==> src/rtl/tpc_pkg.sv <==
package tpc_pkg;
  typedef enum logic {
    S_IDLE = 1'b0,
    S_WAIT = 1'b1
  } tpc_state_e;
endpackage

==> src/rtl/tpc_aux_store.sv <==
module tpc_aux_store #(
  parameter int ADDR_W    = 8,
  parameter int AUX_IDX_W = 2,
  parameter int DATA_W    = 16
) (
  input  logic              clk,
  input  logic              rst_n,
  input  logic [ADDR_W-1:0] rd_addr,
  output logic              rd_hit,
  output logic [DATA_W-1:0] rd_data,
  input  logic              fill_en,
  input  logic [ADDR_W-1:0] fill_addr,
  input  logic [DATA_W-1:0] fill_data
);
  localparam int SETS  = 1 << AUX_IDX_W;
  localparam int TAG_W = ADDR_W - AUX_IDX_W;

  logic [SETS-1:0]             vld_q;
  logic [SETS-1:0]             vld_d;
  logic [SETS-1:0][TAG_W-1:0]  tag_q;
  logic [SETS-1:0][DATA_W-1:0] dat_q;

  logic [AUX_IDX_W-1:0] rd_idx, fill_idx;
  logic [TAG_W-1:0]     rd_tag, fill_tag;

  assign rd_idx   = rd_addr[AUX_IDX_W-1:0];
  assign rd_tag   = rd_addr[ADDR_W-1:AUX_IDX_W];
  assign fill_idx = fill_addr[AUX_IDX_W-1:0];
  assign fill_tag = fill_addr[ADDR_W-1:AUX_IDX_W];

  assign rd_hit  = vld_q[rd_idx] && (tag_q[rd_idx] == rd_tag);
  assign rd_data = dat_q[rd_idx];

  always_comb begin
    vld_d = vld_q;
    if (fill_en) vld_d[fill_idx] = 1'b1;
  end

  always_ff @(posedge clk or negedge rst_n) begin
    if (!rst_n) vld_q <= '0;
    else        vld_q <= vld_d;
  end

  always_ff @(posedge clk) begin
    if (fill_en) begin
      tag_q[fill_idx] <= fill_tag;
      dat_q[fill_idx] <= fill_data;
    end
  end

  // a promotion leaves the target set holding the promoted tag
  a_r12_fill_installs: assert property (@(posedge clk) disable iff (!rst_n)
    fill_en |=> (vld_q[$past(fill_idx)] && tag_q[$past(fill_idx)] == $past(fill_tag)));
endmodule

==> src/rtl/tpc_main_store.sv <==
module tpc_main_store #(
  parameter int ADDR_W     = 8,
  parameter int MAIN_IDX_W = 4,
  parameter int DATA_W     = 16,
  parameter int CNT_W      = 3
) (
  input  logic              clk,
  input  logic              rst_n,
  input  logic              rd_en,
  input  logic [ADDR_W-1:0] rd_addr,
  input  logic [CNT_W-1:0]  thr,
  output logic              rd_hit,
  output logic [DATA_W-1:0] rd_data,
  output logic              promote,
  input  logic              wr_en,
  input  logic [ADDR_W-1:0] wr_addr,
  input  logic [DATA_W-1:0] wr_data
);
  localparam int LINES = 1 << MAIN_IDX_W;
  localparam int TAG_W = ADDR_W - MAIN_IDX_W;
  localparam logic [CNT_W-1:0] CNT_TOP = '1;

  logic [LINES-1:0]             vld_q, vld_d;
  logic [LINES-1:0][TAG_W-1:0]  tag_q;
  logic [LINES-1:0][DATA_W-1:0] dat_q;
  logic [LINES-1:0][CNT_W-1:0]  cnt_q, cnt_d;

  logic [MAIN_IDX_W-1:0] rd_idx, wr_idx;
  logic [TAG_W-1:0]      rd_tag, wr_tag;
  logic                  line_hit, collide;

  assign rd_idx = rd_addr[MAIN_IDX_W-1:0];
  assign rd_tag = rd_addr[ADDR_W-1:MAIN_IDX_W];
  assign wr_idx = wr_addr[MAIN_IDX_W-1:0];
  assign wr_tag = wr_addr[ADDR_W-1:MAIN_IDX_W];

  assign line_hit = vld_q[rd_idx] && (tag_q[rd_idx] == rd_tag);
  assign collide  = wr_en && (wr_idx == rd_idx);
  assign rd_hit   = line_hit;
  assign rd_data  = dat_q[rd_idx];
  assign promote  = rd_en && line_hit && !collide && (cnt_q[rd_idx] >= thr);

  for (genvar g = 0; g < LINES; g++) begin : g_line
    logic wr_here, rd_here;
    assign wr_here = wr_en && (wr_idx == MAIN_IDX_W'(g));
    assign rd_here = rd_en && line_hit && (rd_idx == MAIN_IDX_W'(g));
    assign cnt_d[g] = wr_here ? '0 :
                      (rd_here && cnt_q[g] != CNT_TOP) ? cnt_q[g] + 1'b1 :
                      cnt_q[g];

    // a write to this line leaves its count at zero
    a_r4_write_clears: assert property (@(posedge clk) disable iff (!rst_n)
      wr_here |=> (cnt_q[g] == '0));
    // a saturated count stays saturated unless the line is written
    a_r7_saturates: assert property (@(posedge clk) disable iff (!rst_n)
      (cnt_q[g] == CNT_TOP && !wr_here) |=> (cnt_q[g] == CNT_TOP));
  end

  always_comb begin
    vld_d = vld_q;
    if (wr_en) vld_d[wr_idx] = 1'b1;
  end

  always_ff @(posedge clk or negedge rst_n) begin
    if (!rst_n) begin
      vld_q <= '0;
      cnt_q <= '0;
    end else begin
      vld_q <= vld_d;
      cnt_q <= cnt_d;
    end
  end

  always_ff @(posedge clk) begin
    if (wr_en) begin
      tag_q[wr_idx] <= wr_tag;
      dat_q[wr_idx] <= wr_data;
    end
  end

  // a colliding write leaves the read line's count at zero
  a_r10_write_wins: assert property (@(posedge clk) disable iff (!rst_n)
    (rd_en && wr_en && wr_idx == rd_idx) |=> (cnt_q[$past(rd_idx)] == '0));
endmodule

==> src/rtl/tpc_ctrl.sv <==
module tpc_ctrl #(
  parameter int ADDR_W   = 8,
  parameter int DATA_W   = 16,
  parameter int MAIN_LAT = 3
) (
  input  logic              clk,
  input  logic              rst_n,
  input  logic              req,
  input  logic [ADDR_W-1:0] req_addr,
  input  logic              aux_hit,
  input  logic [DATA_W-1:0] aux_data,
  input  logic              main_hit,
  input  logic [DATA_W-1:0] main_data,
  output logic              ready,
  output logic              main_rd_en,
  output logic [ADDR_W-1:0] cur_addr,
  output logic              rsp_valid,
  output logic              rsp_hit,
  output logic              rsp_fast,
  output logic [DATA_W-1:0] rsp_data
);
  import tpc_pkg::*;

  localparam int WAIT_W = (MAIN_LAT > 2) ? $clog2(MAIN_LAT - 1) : 1;
  localparam logic [WAIT_W-1:0] WAIT_INIT = WAIT_W'(MAIN_LAT - 2);

  tpc_state_e        state_q, state_d;
  logic [WAIT_W-1:0] wait_q, wait_d;
  logic [ADDR_W-1:0] addr_q;
  logic              accept, addr_en;
  logic              vld_q, vld_d, hit_q, hit_d, fast_q, fast_d;
  logic [DATA_W-1:0] dat_q, dat_d;

  assign ready      = (state_q == S_IDLE);
  assign accept     = req && ready;
  assign addr_en    = accept;
  assign main_rd_en = (state_q == S_WAIT) && (wait_q == '0);

  always_comb begin
    state_d = state_q;
    wait_d  = wait_q;
    vld_d   = 1'b0;
    hit_d   = hit_q;
    fast_d  = fast_q;
    dat_d   = dat_q;
    if (accept) begin
      if (aux_hit) begin
        vld_d  = 1'b1;
        hit_d  = 1'b1;
        fast_d = 1'b1;
        dat_d  = aux_data;
      end else begin
        state_d = S_WAIT;
        wait_d  = WAIT_INIT;
      end
    end else if (state_q == S_WAIT) begin
      if (wait_q == '0) begin
        state_d = S_IDLE;
        vld_d   = 1'b1;
        hit_d   = main_hit;
        fast_d  = 1'b0;
        dat_d   = main_hit ? main_data : '0;
      end else begin
        wait_d = wait_q - 1'b1;
      end
    end
  end

  always_ff @(posedge clk or negedge rst_n) begin
    if (!rst_n) begin
      state_q <= S_IDLE;
      wait_q  <= '0;
      vld_q   <= 1'b0;
      hit_q   <= 1'b0;
      fast_q  <= 1'b0;
      dat_q   <= '0;
    end else begin
      state_q <= state_d;
      wait_q  <= wait_d;
      vld_q   <= vld_d;
      hit_q   <= hit_d;
      fast_q  <= fast_d;
      dat_q   <= dat_d;
    end
  end

  always_ff @(posedge clk) begin
    if (addr_en) addr_q <= req_addr;
  end

  assign cur_addr  = addr_q;
  assign rsp_valid = vld_q;
  assign rsp_hit   = hit_q;
  assign rsp_fast  = fast_q;
  assign rsp_data  = dat_q;

  // a fast-store hit answers on the next cycle
  a_r1_fast_next: assert property (@(posedge clk) disable iff (!rst_n)
    (accept && aux_hit) |=> (rsp_valid && rsp_fast && rsp_hit));
  // a fast-store miss never answers on the next cycle
  a_r2_no_early: assert property (@(posedge clk) disable iff (!rst_n)
    (accept && !aux_hit) |=> (!rsp_valid && !ready));
  // a miss carries no payload
  a_r3_miss_zero: assert property (@(posedge clk) disable iff (!rst_n)
    (rsp_valid && !rsp_hit) |-> (rsp_data == '0));
endmodule

==> src/rtl/trace_promo_cache.sv <==
module trace_promo_cache #(
  parameter int ADDR_W     = 8,
  parameter int MAIN_IDX_W = 4,
  parameter int AUX_IDX_W  = 2,
  parameter int DATA_W     = 16,
  parameter int CNT_W      = 3,
  parameter int MAIN_LAT   = 3
) (
  input  logic              clk,
  input  logic              rst_n,
  input  logic              lk_req,
  input  logic [ADDR_W-1:0] lk_addr,
  output logic              lk_ready,
  output logic              lk_valid,
  output logic              lk_hit,
  output logic              lk_fast,
  output logic [DATA_W-1:0] lk_data,
  input  logic              wr_en,
  input  logic [ADDR_W-1:0] wr_addr,
  input  logic [DATA_W-1:0] wr_data,
  input  logic [CNT_W-1:0]  promo_thr
);
  logic [1:0]        rsync_q;
  logic              srst_n;
  logic              aux_hit, main_hit, main_rd_en, promote;
  logic [DATA_W-1:0] aux_data, main_data;
  logic [ADDR_W-1:0] cur_addr;

  always_ff @(posedge clk or negedge rst_n) begin
    if (!rst_n) rsync_q <= '0;
    else        rsync_q <= {rsync_q[0], 1'b1};
  end
  assign srst_n = rsync_q[1];

  tpc_aux_store #(
    .ADDR_W(ADDR_W), .AUX_IDX_W(AUX_IDX_W), .DATA_W(DATA_W)
  ) u_aux (
    .clk(clk), .rst_n(srst_n),
    .rd_addr(lk_addr), .rd_hit(aux_hit), .rd_data(aux_data),
    .fill_en(promote), .fill_addr(cur_addr), .fill_data(main_data)
  );

  tpc_main_store #(
    .ADDR_W(ADDR_W), .MAIN_IDX_W(MAIN_IDX_W), .DATA_W(DATA_W), .CNT_W(CNT_W)
  ) u_main (
    .clk(clk), .rst_n(srst_n),
    .rd_en(main_rd_en), .rd_addr(cur_addr), .thr(promo_thr),
    .rd_hit(main_hit), .rd_data(main_data), .promote(promote),
    .wr_en(wr_en), .wr_addr(wr_addr), .wr_data(wr_data)
  );

  tpc_ctrl #(
    .ADDR_W(ADDR_W), .DATA_W(DATA_W), .MAIN_LAT(MAIN_LAT)
  ) u_ctrl (
    .clk(clk), .rst_n(srst_n),
    .req(lk_req), .req_addr(lk_addr),
    .aux_hit(aux_hit), .aux_data(aux_data),
    .main_hit(main_hit), .main_data(main_data),
    .ready(lk_ready), .main_rd_en(main_rd_en), .cur_addr(cur_addr),
    .rsp_valid(lk_valid), .rsp_hit(lk_hit), .rsp_fast(lk_fast), .rsp_data(lk_data)
  );

  // a promotion only happens on a finishing main read that hit
  a_r5_promote_on_hit: assert property (@(posedge clk) disable iff (!srst_n)
    promote |=> (lk_valid && lk_hit && !lk_fast));
endmodule

==> config.mk <==
export PLATFORM = sky130hd
export DESIGN_NAME = trace_promo_cache
export DESIGN_NICKNAME = d
export VERILOG_FILES = /design/src/rtl/tpc_pkg.sv /design/src/rtl/tpc_aux_store.sv /design/src/rtl/tpc_main_store.sv /design/src/rtl/tpc_ctrl.sv /design/src/rtl/trace_promo_cache.sv
export SDC_FILE = /design/constraint.sdc
export NUM_CORES = 1
export LEC_CHECK = 0
export CORE_MARGIN = 3
export CORE_UTILIZATION = 60
export DETAILED_ROUTE_END_ITERATION = 10
export PLACE_DENSITY = 0.88
export SLEW_MARGIN = 15
export SYNTH_ARGS = -nofsm -noshare
export SYNTH_HDL_FRONTEND = slang
export SYNTH_SLANG_ARGS = --single-unit
export TNS_END_PERCENT = 1
==> constraint.sdc <==
create_clock -name clk -period 3.95 [get_ports clk]
set_input_delay 0.395 -clock clk [delete_from_list [all_inputs] [get_ports clk]]
set_output_delay 0.395 -clock clk [all_outputs]
set_load 0.02 [all_outputs]
; ---- After elaboration in Yosys (flattened, before gate mapping)
; Cells that the tools add are included.
[word_totals]
ff_bits = 507
elab_cells = 311
out_inout_bits = 20
input_bits = 39
[classes]
muxes = 85
reduce_logical = 80
n_bitwise = 4
n_eq_ne = 52
add_sub_neg = 17
order_cmp = 7
[op_table]
columns = operator, count
row1 = 256-bit bitwise mux, 1
row2 = 16-bit two-way mux, 9
row3 = 64-bit bitwise mux, 2
row4 = 3-bit two-way mux, 33
row5 = 16-bit binary-select mux with 4-bit select, 1
row6 = 16-bit demux with 4-bit select, 1
row7 = "4-bit equality test, second input constant", 16
row8 = 1-bit logical AND, 58
row9 = "3-bit by 1-bit adder with 3-bit output, second input constant", 16
row10 = "3-bit inequality test, second input constant", 16
row11 = 2-bit nonzero test, 17
row12 = 16-bit binary-select mux with 2-bit select, 1
row13 = 16-bit demux with 2-bit select, 1
row14 = "4-bit by 3-bit equality test with 1-bit output, second input constant", 8
row15 = 24-bit bitwise mux, 1
row16 = 1-bit two-way mux, 22
row17 = 4-bit binary-select mux with 4-bit select, 1
row18 = 4-bit demux with 4-bit select, 1
row19 = "4-bit by 2-bit equality test with 1-bit output, second input constant", 4
row20 = 16-bit bitwise OR, 1
row21 = 3-bit binary-select mux with 4-bit select, 1
row22 = 6-bit binary-select mux with 2-bit select, 1
row23 = 6-bit demux with 2-bit select, 1
row24 = 6-bit two-way mux, 2
row25 = 21 further kinds, 30

; ---- Logic depth before layout (Yosys ltp)
; Gate-level depths: netlist (run 1).
[logic_depth]
word_depth = 9
mapped_depth = 15
ltp_nobuf = 9

; ---- Cells and area by module
; Synthesis (run 1) repeated with hierarchy kept, for this count alone.
[unflattened]
cells_unflattened = 1140
hier_area_um2 = 21360.5
[by_module_without_submodules]
columns = module, cells_per_inst, n_inst, area_per_inst_um2, seq_area_each_um2
row1 = tpc_main_store, 879, 1, 16424.5, 11210.8
row2 = tpc_aux_store, 143, 1, 3494.6, 2742.6
row3 = tpc_ctrl, 115, 1, 1387.6, 765.7
row4 = trace_promo_cache, 3, 1, 53.8, 50.0

; ---- Least setup slack after synthesis (run 1)
; Ideal clock, no wire load.
[synth_path]
path_type = reg2reg
start = reg u_ctrl.addr_q[0] (netlist: u_ctrl.cur_addr[0])
end = reg u_aux.dat_q[0] in the netlist's numbering (enable)
slack_ns = -1.134
synth_period_minus_slack_ns = 5.084
setup_ns = 0.429
n_path_buf = 5
t_arrival_ns = 4.656
stages_incl_launch_ff = 13
t_required_ns = 3.521
path_cell_list = edfxtp_1 buf_2 buf_2 buf_2 buf_2 buf_2 mux4_2 mux4_2 ha_1 a21oi_1 nor2b_1 o21ai_1 nor3_1
[synth_between]
elab_chain_cells = 7
word_cells_on_any_way = 15
classes_between = order compare: 1 / eq/ne: 2 / mux: 6 / reduce/logical: 6
[synth_rtl]
columns = item, line
row1 = start: declaration, tpc_ctrl.sv:29  ; logic [ADDR_W-1:0] addr_q;
row2 = start signal: assignment, tpc_ctrl.sv:88  ; if (addr_en) addr_q <= req_addr;
row3 = 4-bit binary-select mux with 4-bit select, tpc_main_store.sv:37  ; assign line_hit = vld_q[rd_idx] && (tag_q[rd_idx] == rd_tag);
row4 = 4-bit two-way mux (implied by the code), tpc_main_store.sv:37
row5 = 4-bit equality test, tpc_main_store.sv:37
row6 = 1-bit logical AND, tpc_main_store.sv:37
row7 = 1-bit logical AND (2 in a row), tpc_main_store.sv:41  ; assign promote = rd_en && line_hit && !collide && (cnt_q[rd_idx] >= thr);
row8 = 1-bit logical AND (*), tpc_main_store.sv:41
row9 = end signal: indexed assignment, tpc_aux_store.sv:47  ; dat_q[fill_idx] <= fill_data;
row10 = end: declaration, tpc_aux_store.sv:21  ; logic [SETS-1:0][DATA_W-1:0] dat_q;
; Every way passes the cells marked *; elsewhere a longest branch is shown, timed or not. The select of a mux whose other input is x is not followed.
; A chain may end at the register's enable or synchronous reset.

; ---- Worst setup path after layout (run 1)
[layout_path]
start = reg u_ctrl.addr_q[1] (netlist: u_ctrl.cur_addr[1])
end = reg u_main.cnt_q[0] in the netlist's numbering
[layout_between]
elab_chain_cells = 8
word_cells_on_any_way = 11
classes_between = eq/ne: 1 / mux: 4 / reduce/logical: 6
[layout_rtl]
columns = item, line
row1 = 4-bit binary-select mux with 4-bit select, tpc_main_store.sv:37
row2 = 4-bit two-way mux (implied by the code), tpc_main_store.sv:37
row3 = 4-bit equality test, tpc_main_store.sv:37
row4 = 1-bit logical AND, tpc_main_store.sv:37
row5 = 1-bit logical AND, tpc_main_store.sv:46  ; assign rd_here = rd_en && line_hit && (rd_idx == MAIN_IDX_W'(g));
row6 = 1-bit logical AND (*), tpc_main_store.sv:46
row7 = 1-bit logical AND (*), tpc_main_store.sv:48  ; (rd_here && cnt_q[g] != CNT_TOP) ? cnt_q[g] + 1'b1 :
row8 = 2-bit nonzero test (no source line) (*), -
row9 = end signal: assignment, tpc_main_store.sv:70  ; cnt_q <= cnt_d;
row10 = end: declaration, tpc_main_store.sv:26  ; logic [LINES-1:0][CNT_W-1:0] cnt_q, cnt_d;
; Marked as above.

==> run_results.csv, run 1 <==
group,metric,value,unit
timing,finalCritPeriodShare,93.00,%
setup_path,required,4.44,ns
logic_synthesis,synth.most_common_cell,"edfxtp_1",
status,outcome,"finished, final reports clean",
layout,fin_util,70.41,%
timing,final_max_slew_viol_count,0,
logic_synthesis,synth_cell_types,46,
logic_synthesis,ys_warn_count,0,
run,drv_cap,0,
global_route,antenna_found_initial,2,
pwr,p_leak,8.348,nW
routing,dr.pass1.iters,7,
setup_path,r2r.worst_path.cells,8,
setup_path,critPathKind,"reg -> reg",
setup_path,critPathSlowestCell,"nor4_1",
routing,drt_wl_total,50260,um
timing,worstMarginPinSlew,0.9815,ns
pwr,power.density,529.6,mW/mm2
timing,fmax,0.2722,GHz
logic_synthesis,yosys-top-cells-count,"416 x edfxtp_1, 136 x mux4_2, 93 x nand2_1, 91 x dfrtp_1, 66 x mux2i_1",
layout,area_growth,13.83,%
pwr,ir_worst_vdd,499.9,uV
cts,cts_root_buf,"clkbuf_16",
cts,worstSkewPairLatency,0.58,ns
setup_path,slowest_delay,0.86,ns
floorplanning,die_y,193.3,um
timing,max_slew_margin,33.97,%
timing,final.setup_skew,0.03067,ns
cts,cts_tree,"yes",
cts,cts_resized,0,
timing,finalCriticalPeriod,3.673,ns
setup_path,worstPathArrival,4.17,ns
logic_synthesis,synth_largest_area_cell,"edfxtp_1",
cts,htreeDepth,2,
logic_synthesis,synth_flop_cell,"edfxtp_1",
place,place_area,0.02238,mm2
timing,hold_viol,0,
min_path,worstHoldStart,"lk_addr[0]",
global_route,grt_max_degree,63,
logic_synthesis,synth_top_cells_by_area,"edfxtp_1 59%, mux4_2 15%, dfrtp_1 11%, mux2i_1 3.1%, ha_1 2.1%",
place,dp_hpwl,28670,um
min_path,hold_path_class,"in -> reg",
cts,cts.sinks,507,
logic_synthesis,synth_cells,1108,
routing,vias,11360,
logic_synthesis,synth_nets,1182,
global_route,overflow,0,
setup_path,rrSetupSlack,0.28,ns
cts,clock_path_buffers,3,
global_route,grt_pass1_wl,75980,um
setup_path,cp_cell_sequence,"buf_4 > mux4_2 > mux2_2 > nor4_1 > nor4b_4 > buf_4 > nor4_1 > mux2i_1",
timing,fin_setup_tns,0,ns
setup_path,rr_startpoint,"u_ctrl.cur_addr[1]",
setup_path,path_delay_family,"simple AND/OR/NAND/NOR gates",
setup_path,worstSetupStartpointType,"register",
floorplanning,start_util,61.86,%
routing,avgRoutedWirePerCell,29.65,um
routing,drt_iter0_drc,1528,
min_path,holdPathEnd,"u_ctrl.cur_addr[0]",
layout,fin_area,0.02396,mm2
layout,drive_above_1_share,24.48,%
min_path,hold_depth,1,
logic_synthesis,synth.avg_cell_area,19.00,um2
global_route,grt_use_total,27.10,%
floorplanning,core-area,0.03404,mm2
floorplanning,die_w,193.3,um
place,portBuffers,58,
cts,path_clk_slew,0.06,ns
logic_synthesis,async_flop_share,17.95,%
layout,layout.nets,1279,
setup_path,cp_num_buf_inv,2,
timing,setup-violations-final,0,
setup_path,end_kind,"register",
logic_synthesis,synth_area,0.02105,mm2
setup_path,crit_start,"u_ctrl.cur_addr[1]",
routing,ant_nets,0,
routing,viasPerCell,6.700,
routing,drc,0,
setup_path,path_max_fanout,26,
logic_synthesis,ys_ff_latch,507,
cts,cts_buffers,50,
logic_synthesis,synth_top_area_share,59.34,%
floorplanning,die_area,0.03737,mm2
floorplanning,rows,67,
setup_path,reg2reg_to,"u_main.cnt_q[0]",
floorplanning,ioPinCount,59,
place,globalplace.congestion,0.8622,
global_route,first_global_vias,11840,
logic_synthesis,yosysSeqAreaShare,70.15,%
timing,rsz0062_at_grt,"no",
logic_synthesis,synth_edf_count,416,
## worst max-delay path by stage
stage	to	slack [ns]	cells after the start
finish	u_main.cnt_q[0]	0.28	8
global route	u_main.cnt_q[0]	0.15	8
CTS	u_main.cnt_q[0]	0.28	8
detailed placement	u_main.cnt_q[0]	0.45	8
global placement	u_aux.dat_q[25]	0.66	8
floorplan	u_aux.dat_q[0]	0.02	12
## worst register-to-register path: cells and delay by family (launching register included)
kind	cells	cell delay, ns
buf+inv	2	0.67
simple gates	3	1.36
mux	3	1.21
flops	1	0.37
## area by class of cell
class	instances	area, um2
clock buffers	64	1388
inverters	24	90.09
diodes	1	2.502
flip-flops and latches	507	14770
clock inverters	29	185.2
multi-input cells	519	6012
repair buffers	103	953.4
fillers	1979	10070
well taps	448	560.5
## placed cells by master, fill, tap and decap left out, types with 9 or more instances in the layout
cell type        Yosys  layout
clkbuf_16            0      53
nor2_1              15      12
clkinv_2             0      13
nor4_4              10      10
clkdlybuf4s50_1      0      57
clkinv_1             1       9
or3_1               10      10
edfxtp_1           416     416
nand2b_1            35      35
ha_1                35      35
nand2_1             93      93
or2_2                9       9
mux4_2             136     136
o22ai_1             16      16
o21ai_0             10      10
mux2i_1             66      66
buf_4                4      41
dfrtp_1             91      90
clkbuf_1            29       9
inv_1               23      23
## flip-flops by register name, summed over array words and instances, names as in the netlist, 4 cells and up
register and count:
u_aux.dat_q 64, u_main.vld_q 16, u_ctrl.rsp_data 16, u_main.cnt_q 48, u_main.dat_q 256, u_aux.tag_q 24, u_ctrl.cur_addr 8, u_aux.vld_q 4
u_main.tag_q 64
## timing repair
action,CTS,global route
buffers inserted,0,0
endpoints found under the hold margin,2,0
hold buffers,1,0
## where the power goes
part / switching [mW] / internal (mW) / total, mW / leakage (nW)
combinational: 1.13 / 0.792 / 1.92 / 2.66
sequential: 0.152 / 6.07 / 6.22 / 4.92
clock: 1.99 / 2.56 / 4.55 / 0.774
## metrics by stage
step / total power [mW] / worst slack, ns / hold slack (ns) / cells
final: 12.69 / 0.2766 / 0.3358 / 1695
after global routing: 13.07 / 0.1514 / 0.3662 / 1694
after global placement: 8.086 / 0.6558 / 0.3456 / 1600
after CTS: 12.75 / 0.2811 / 0.3486 / 1694
after detailed placement: 8.189 / 0.4466 / 0.3417 / 1600
after floorplan: 7.502 / 0.01955 / 0.09941 / 1108
## cells by family (layout without fill, tap and decap cells)
family                     Yosys count  after routing  share of synthesized area, %
AOI/OAI and AO/OA                   47             47                         1.456
xor gates and xnor gates            14             14                        0.5824
muxes                              207            207                         17.95
DFF                                507            507                         70.15
other                                1              2                       0.01781
buffers and inverters               82            220                         1.694
and+or+nand+nor                    215            215                         6.062
adders and majority gates           35             35                         2.080
## routing by layer
metal	GRT usage, %	up-vias	part of all wire, %
met5	0	-	0.014
met4	11.76	2	4.6
met3	5.392	156	9.0
met2	44.08	737	50
met1	36.46	5854	36
li1	-	4608	-
No activity file was read; power rests on OpenSTA's default activity.
==> run 2, diff against run 1 <==
--- a/config.mk
+++ b/config.mk
@@ -8,7 +8,7 @@
 export CORE_MARGIN = 3
 export CORE_UTILIZATION = 60
 export DETAILED_ROUTE_END_ITERATION = 10
-export PLACE_DENSITY = 0.88
+export PLACE_DENSITY = 0.78
 export SLEW_MARGIN = 15
 export SYNTH_ARGS = -nofsm -noshare
 export SYNTH_HDL_FRONTEND = slang
==> run 2 against run 1 <==
  * Non-clock buffer count up 2
  * Fmax up 3.9%
  * Combinational power down 3%
  * Cell area up 0.26%
  * Register-to-register slack better by 0.14 ns
  * Global-route usage down 2.7 points
  * Clock-buffer cell count up 2
  * Sequential power about the same
==> run_results.csv, run 2 (synthesis gave the netlist of run 1 again) <==
group,metric,value,unit
layout,final_cell_count_no_fill,1695,
floorplanning,start_util,61.86,%
layout,layout.nets,1280,
routing,vias,10740,
place,place_area,0.02241,mm2
global_route,grt_pass1_wl,68850,um
cts,clock_path_buffers,3,
global_route,first_global_vias,11000,
layout,drive_above_1_share,24.32,%
run,drv_cap,0,
timing,layout_setup_ws,0.4149,ns
routing,drt_wl_total,45420,um
setup_path,required,4.18,ns
layout,area_growth,14.12,%
floorplanning,die_w,193.3,um
status,outcome,"finished, final reports clean",
cts,path_clk_slew,0.06,ns
timing,fmax,0.2829,GHz
timing,worstMarginPinSlew,0.7641,ns
routing,ant_nets,0,
floorplanning,core-area,0.03404,mm2
cts,htreeDepth,2,
layout,reg_top3,"u_main.dat_q: 256 flops, u_aux.dat_q: 64 flops, u_main.tag_q: 64 flops",
cts,cts.sinks,507,
routing,avgRoutedWirePerCell,26.80,um
timing,rsz0062_at_grt,"no",
setup_path,worstSetupStartpointType,"register",
cts,cts_root_buf,"clkbuf_16",
layout,fin_area,0.02403,mm2
floorplanning,die_area,0.03737,mm2
routing,drt_iter0_drc,976,
cts,cts_tree,"yes",
layout,largest_register,"u_main.dat_q",
routing,dr.pass1.iters,5,
timing,setup-violations-final,0,
timing,fin_setup_tns,0,ns
setup_path,end_kind,"register",
global_route,antenna_found_initial,2,
layout,final_common_cell,"edfxtp_1",
timing,fin_hold_ws,0.3442,ns
timing,final_max_slew_viol_count,0,
timing,max_slew_margin,49.06,%
place,place_inst,1602,
global_route,grt_max_degree,67,
global_route,overflow,0,
place,pre_cts_ws,0.4067,ns
floorplanning,rows,67,
timing,final.setup_skew,0.01589,ns
timing,finalCriticalPeriod,3.535,ns
cts,worstSkewPairLatency,0.56,ns
floorplanning,die_y,193.3,um
place,dp_hpwl,25620,um
place,portBuffers,58,
pwr,p_leak,8.372,nW
floorplanning,ioPinCount,59,
setup_path,critPathKind,"reg -> reg",
routing,drc,0,
layout,mostFrequentLayoutCells,"416 x edfxtp_1, 136 x mux4_2, 93 x nand2_1",
timing,finalCritPeriodShare,89.50,%
timing,hold_viol,0,
routing,viasPerCell,6.338,
pwr,ir_worst_vdd,403.2,uV
cts,cts_buffers,49,
place,globalplace.congestion,0.8457,
setup_path,path_max_fanout,47,
layout,largest_reg_flops,256,
cts,cts_resized,0,
pwr,power.density,529.4,mW/mm2
global_route,grt_use_total,24.45,%
setup_path,worstPathArrival,3.76,ns
min_path,hold_path_class,"in -> reg",
-- run 2: through the flow --
stage	utilization (%)	total power [mW]
final	70.59	12.72
after floorplan	-	7.502
after global placement	65.83	8.109
after CTS	70.58	12.81
after global routing	70.59	13.15
after detailed placement	65.83	8.174
-- run 2: layout make-up --
class	count	area, um2
timing repair buffer	105	980.9
multi-input combinational	519	6012
fill	2106	10010
tap	448	560.5
inverter	24	90.09
clock inverter	25	245.2
clock buffer	66	1361
sequential	507	14770
antenna	1	2.502
-- run 2: per-layer routing --
layer	share of wire, %	track usage (%)
met5	0.029	0
met4	3.0	8.090
met3	7.0	4.383
met2	50	39.58
met1	40	34.59
-- run 2: power breakdown --
| group | switching (mW) | internal (mW) | total (mW) | leakage (nW) |
|---|---|---|---|---|
| Clock | 1.95 | 2.69 | 4.63 | 0.778 |
| Combinational | 1.08 | 0.793 | 1.87 | 2.68 |
| Sequential | 0.147 | 6.07 | 6.22 | 4.92 |
| Total | 3.17 | 9.55 | 12.7 | 8.37 |
-- run 2: timing repair --
action | CTS | global route
setup buffers | 0 | 0
endpoints found under the hold margin | 2 | 0
hold buffers | 1 | 0
-- run 2: final timing paths --
check | start | endpoint | slack (ns) | depth (start not counted)
max | u_ctrl.cur_addr[1] | u_aux.dat_q[50] | 0.41 | 8
min | lk_addr[0] | u_ctrl.cur_addr[0] | 0.34 | 1
max reg2reg | u_ctrl.cur_addr[1] | u_aux.dat_q[50] | 0.41 | 8
min reg2reg | rsync_q[0] | rsync_q[1] | 0.35 | 0
max in group asynchronous | rsync_q[1] | u_ctrl.rsp_data[5] | 2.56 | 1
min in group asynchronous | rsync_q[1] | u_main.cnt_q[6] | 0.41 | 0
-- run 2: critical path: stages, from the launching register on --
cell and delay [ns]:
edfxtp_1 0.39, buf_12 0.30, mux4_2 0.56, mux2_2 0.30
nor4bb_1 0.47, nor4b_4 0.09, a211o_1 0.46, nor3_4 0.26
buf_4 0.34
==> run 3, diff against run 2 <==
--- a/config.mk
+++ b/config.mk
@@ -6,9 +6,10 @@
 export NUM_CORES = 1
 export LEC_CHECK = 0
 export CORE_MARGIN = 3
-export CORE_UTILIZATION = 60
+export CORE_UTILIZATION = 55
 export DETAILED_ROUTE_END_ITERATION = 10
-export PLACE_DENSITY = 0.78
+export PLACE_DENSITY = 0.72
+export RECOVER_POWER = 100
 export SLEW_MARGIN = 15
 export SYNTH_ARGS = -nofsm -noshare
 export SYNTH_HDL_FRONTEND = slang
==> run 3 against run 2 <==
  * The flow now finishes with violations (capacitance limit, slew limit)
  * Critical path type unchanged
  * Non-clock buffer count grew 4
  * First-iteration DRC count shrank 5.6%
  * Register-to-register slack lost 0.15 ns
  * Core utilization shrank 7.2 points
  * Combinational power shrank 5%
  * Worst setup slack lost 0.15 ns
  * Sequential power is essentially flat
  * Global-route usage shrank 2.0 points
  * Via count shrank 1.3%
  * Fmax shrank 4.1%
==> run_results.csv, run 3 (synthesis gave the netlist of run 1 again) <==
group,metric,value,unit
status,outcome,"finished with violations",
status,violations,"capacitance limit, slew limit",
run,drv_cap,16,
cts,cts_tree,"yes",
floorplanning,rows,71,
routing,drt_wl_total,44570,um
pwr,power.density,526.4,mW/mm2
routing,drt_iter0_drc,921,
floorplanning,core-area,0.03767,mm2
setup_path,slowest_delay,0.91,ns
cts,worstSkewPairLatency,0.59,ns
setup_path,required,4.23,ns
global_route,first_global_vias,11160,
place,portBuffers,58,
layout,mostFrequentLayoutCells,"416 x edfxtp_1, 136 x mux4_2, 93 x nand2_1",
timing,rsz0062_at_grt,"no",
routing,avgRoutedWirePerCell,25.21,um
pwr,p_leak,8.280,nW
layout,reg_top3,"u_main.dat_q: 256 flops, u_aux.dat_q: 64 flops, u_main.tag_q: 64 flops",
cts,clock_path_buffers,3,
global_route,grt_pass1_wl,68270,um
timing,worstMarginPinSlew,2.999,ns
floorplanning,die_y,201.6,um
layout,seqCellArea,0.01477,mm2
timing,setup-violations-final,0,
layout,layout.nets,1286,
floorplanning,die_area,0.04066,mm2
min_path,worstHoldStart,"rsync_q[0]",
timing,fmax,0.2712,GHz
routing,dr.pass1.iters,5,
routing,viasPerCell,5.996,
floorplanning,start_util,55.89,%
pwr,ir_worst_vdd,416.1,uV
cts,cts_root_buf,"clkbuf_16",
routing,ant_nets,0,
setup_path,rr_startpoint,"u_ctrl.cur_addr[3]",
layout,fin_util,63.44,%
layout,n_fill_cell,2601,
min_path,hold_path_class,"reg -> reg",
cts,cts_buffers,51,
setup_path,end_kind,"register",
cts,cts.sinks,507,
timing,final_max_slew_viol_count,393,
setup_path,cp_cell_sequence,"buf_4 > mux4_2 > mux2_1 > nor4bb_1 > nor4b_4 > a211o_1 > nor3_4 > clkbuf_4",
floorplanning,die_w,201.6,um
place,dp_hpwl,25980,um
cts,htreeDepth,2,
floorplanning,ioPinCount,59,
timing,fin_hold_ws,0.3491,ns
timing,final.setup_skew,0.01618,ns
setup_path,reg2reg_to,"u_aux.dat_q[62]",
setup_path,rrSetupSlack,0.26,ns
min_path,hold_depth,0,
timing,finalCriticalPeriod,3.687,ns
global_route,antenna_found_initial,3,
setup_path,worstPathArrival,3.97,ns
setup_path,critPathKind,"reg -> reg",
setup_path,path_max_fanout,23,
timing,hold_viol,0,
layout,drive_above_1_share,21.59,%
setup_path,r2r.worst_path.cells,8,
global_route,grt_max_degree,72,
cts,path_clk_slew,0.06,ns
layout,largest_reg_flops,256,
layout,multiInputGateArea,0.005874,mm2
global_route,grt_use_total,22.48,%
layout,largest_register,"u_main.dat_q",
timing,max_slew_margin,-99.94,%
timing,fin_setup_tns,0,ns
setup_path,critPathSlowestCell,"edfxtp_1",
min_path,holdPathEnd,"rsync_q[1]",
place,globalplace.congestion,0.7695,
timing,finalCritPeriodShare,93.35,%
cts,post_cts_buffers,0,
setup_path,worstSetupStartpointType,"register",
routing,drc,0,
routing,vias,10600,
layout,final_common_cell,"edfxtp_1",
layout,area_growth,13.50,%
global_route,overflow,0,
==> run 3: where the power goes <==
group / switching [mW] / internal [mW]
sequential: 0.142 / 6.07
combinational: 1.01 / 0.753
clock: 1.99 / 2.61
total: 3.14 / 9.44
==> run 3: repair_timing <==
action	in CTS	in global routing
hold buffers	1	0
hold endpoints to repair	2	0
gates resized for setup	0	0
==> run 3: worst max-delay path by stage <==
stage / depth (start not counted) / from / slack, ns / to
2_1_floorplan: 12 / u_ctrl.cur_addr[0] / 0.02 / u_aux.dat_q[0]
3_3_place_gp: 8 / u_ctrl.cur_addr[3] / 0.39 / u_aux.dat_q[59]
3_5_place_dp: 8 / u_ctrl.cur_addr[3] / 0.36 / u_aux.dat_q[59]
4_1_cts: 8 / u_ctrl.cur_addr[3] / 0.34 / u_aux.dat_q[62]
5_1_grt: 7 / u_ctrl.cur_addr[0] / 0.08 / u_ctrl.rsp_data[1]
6_report: 8 / u_ctrl.cur_addr[3] / 0.26 / u_aux.dat_q[62]
==> run 3: area by class of cell <==
type                    count  share of cell area, %
repair buffers            109                  3.765
diodes                      2                0.02094
flip-flops and latches    507                  61.81
multi-input cells         519                  24.58
well taps                 511                  2.676
inverters                  24                 0.3770
clock inverters            27                 0.9739
clock buffers              69                  5.796
==> run 3: routing by layer <==
layer / global-route usage [%] / vias to the layer above / wire length, um
met5: 0 / - / 27
met4: 6.728 / 4 / 1007
met3: 3.624 / 80 / 2417
met2: 36.81 / 350 / 21920
met1: 31.83 / 5543 / 19200
li1: - / 4624 / -
==> run 3: critical path, delay by kind of cell, from the launching register on <==
kind	cells	cell delay, ns
and+or+nand+nor	3	0.50
AOI/OAI and AO/OA	1	0.38
muxes	2	0.87
buffers and inverters	2	0.71
DFF	1	0.91
==> run 3: metrics by stage <==
step | power [mW] | area (um2) | setup slack [ns] | std cells
after floorplan | 7.502 | 21130 | 0.01955 | 1108
after global placement | 8.141 | 22520 | 0.3938 | 1669
after detailed placement | 8.187 | 22520 | 0.3555 | 1669
after CTS | 12.80 | 24140 | 0.3359 | 1766
after global routing | 13.06 | 23890 | 0.07681 | 1767
final | 12.58 | 23900 | 0.2629 | 1768
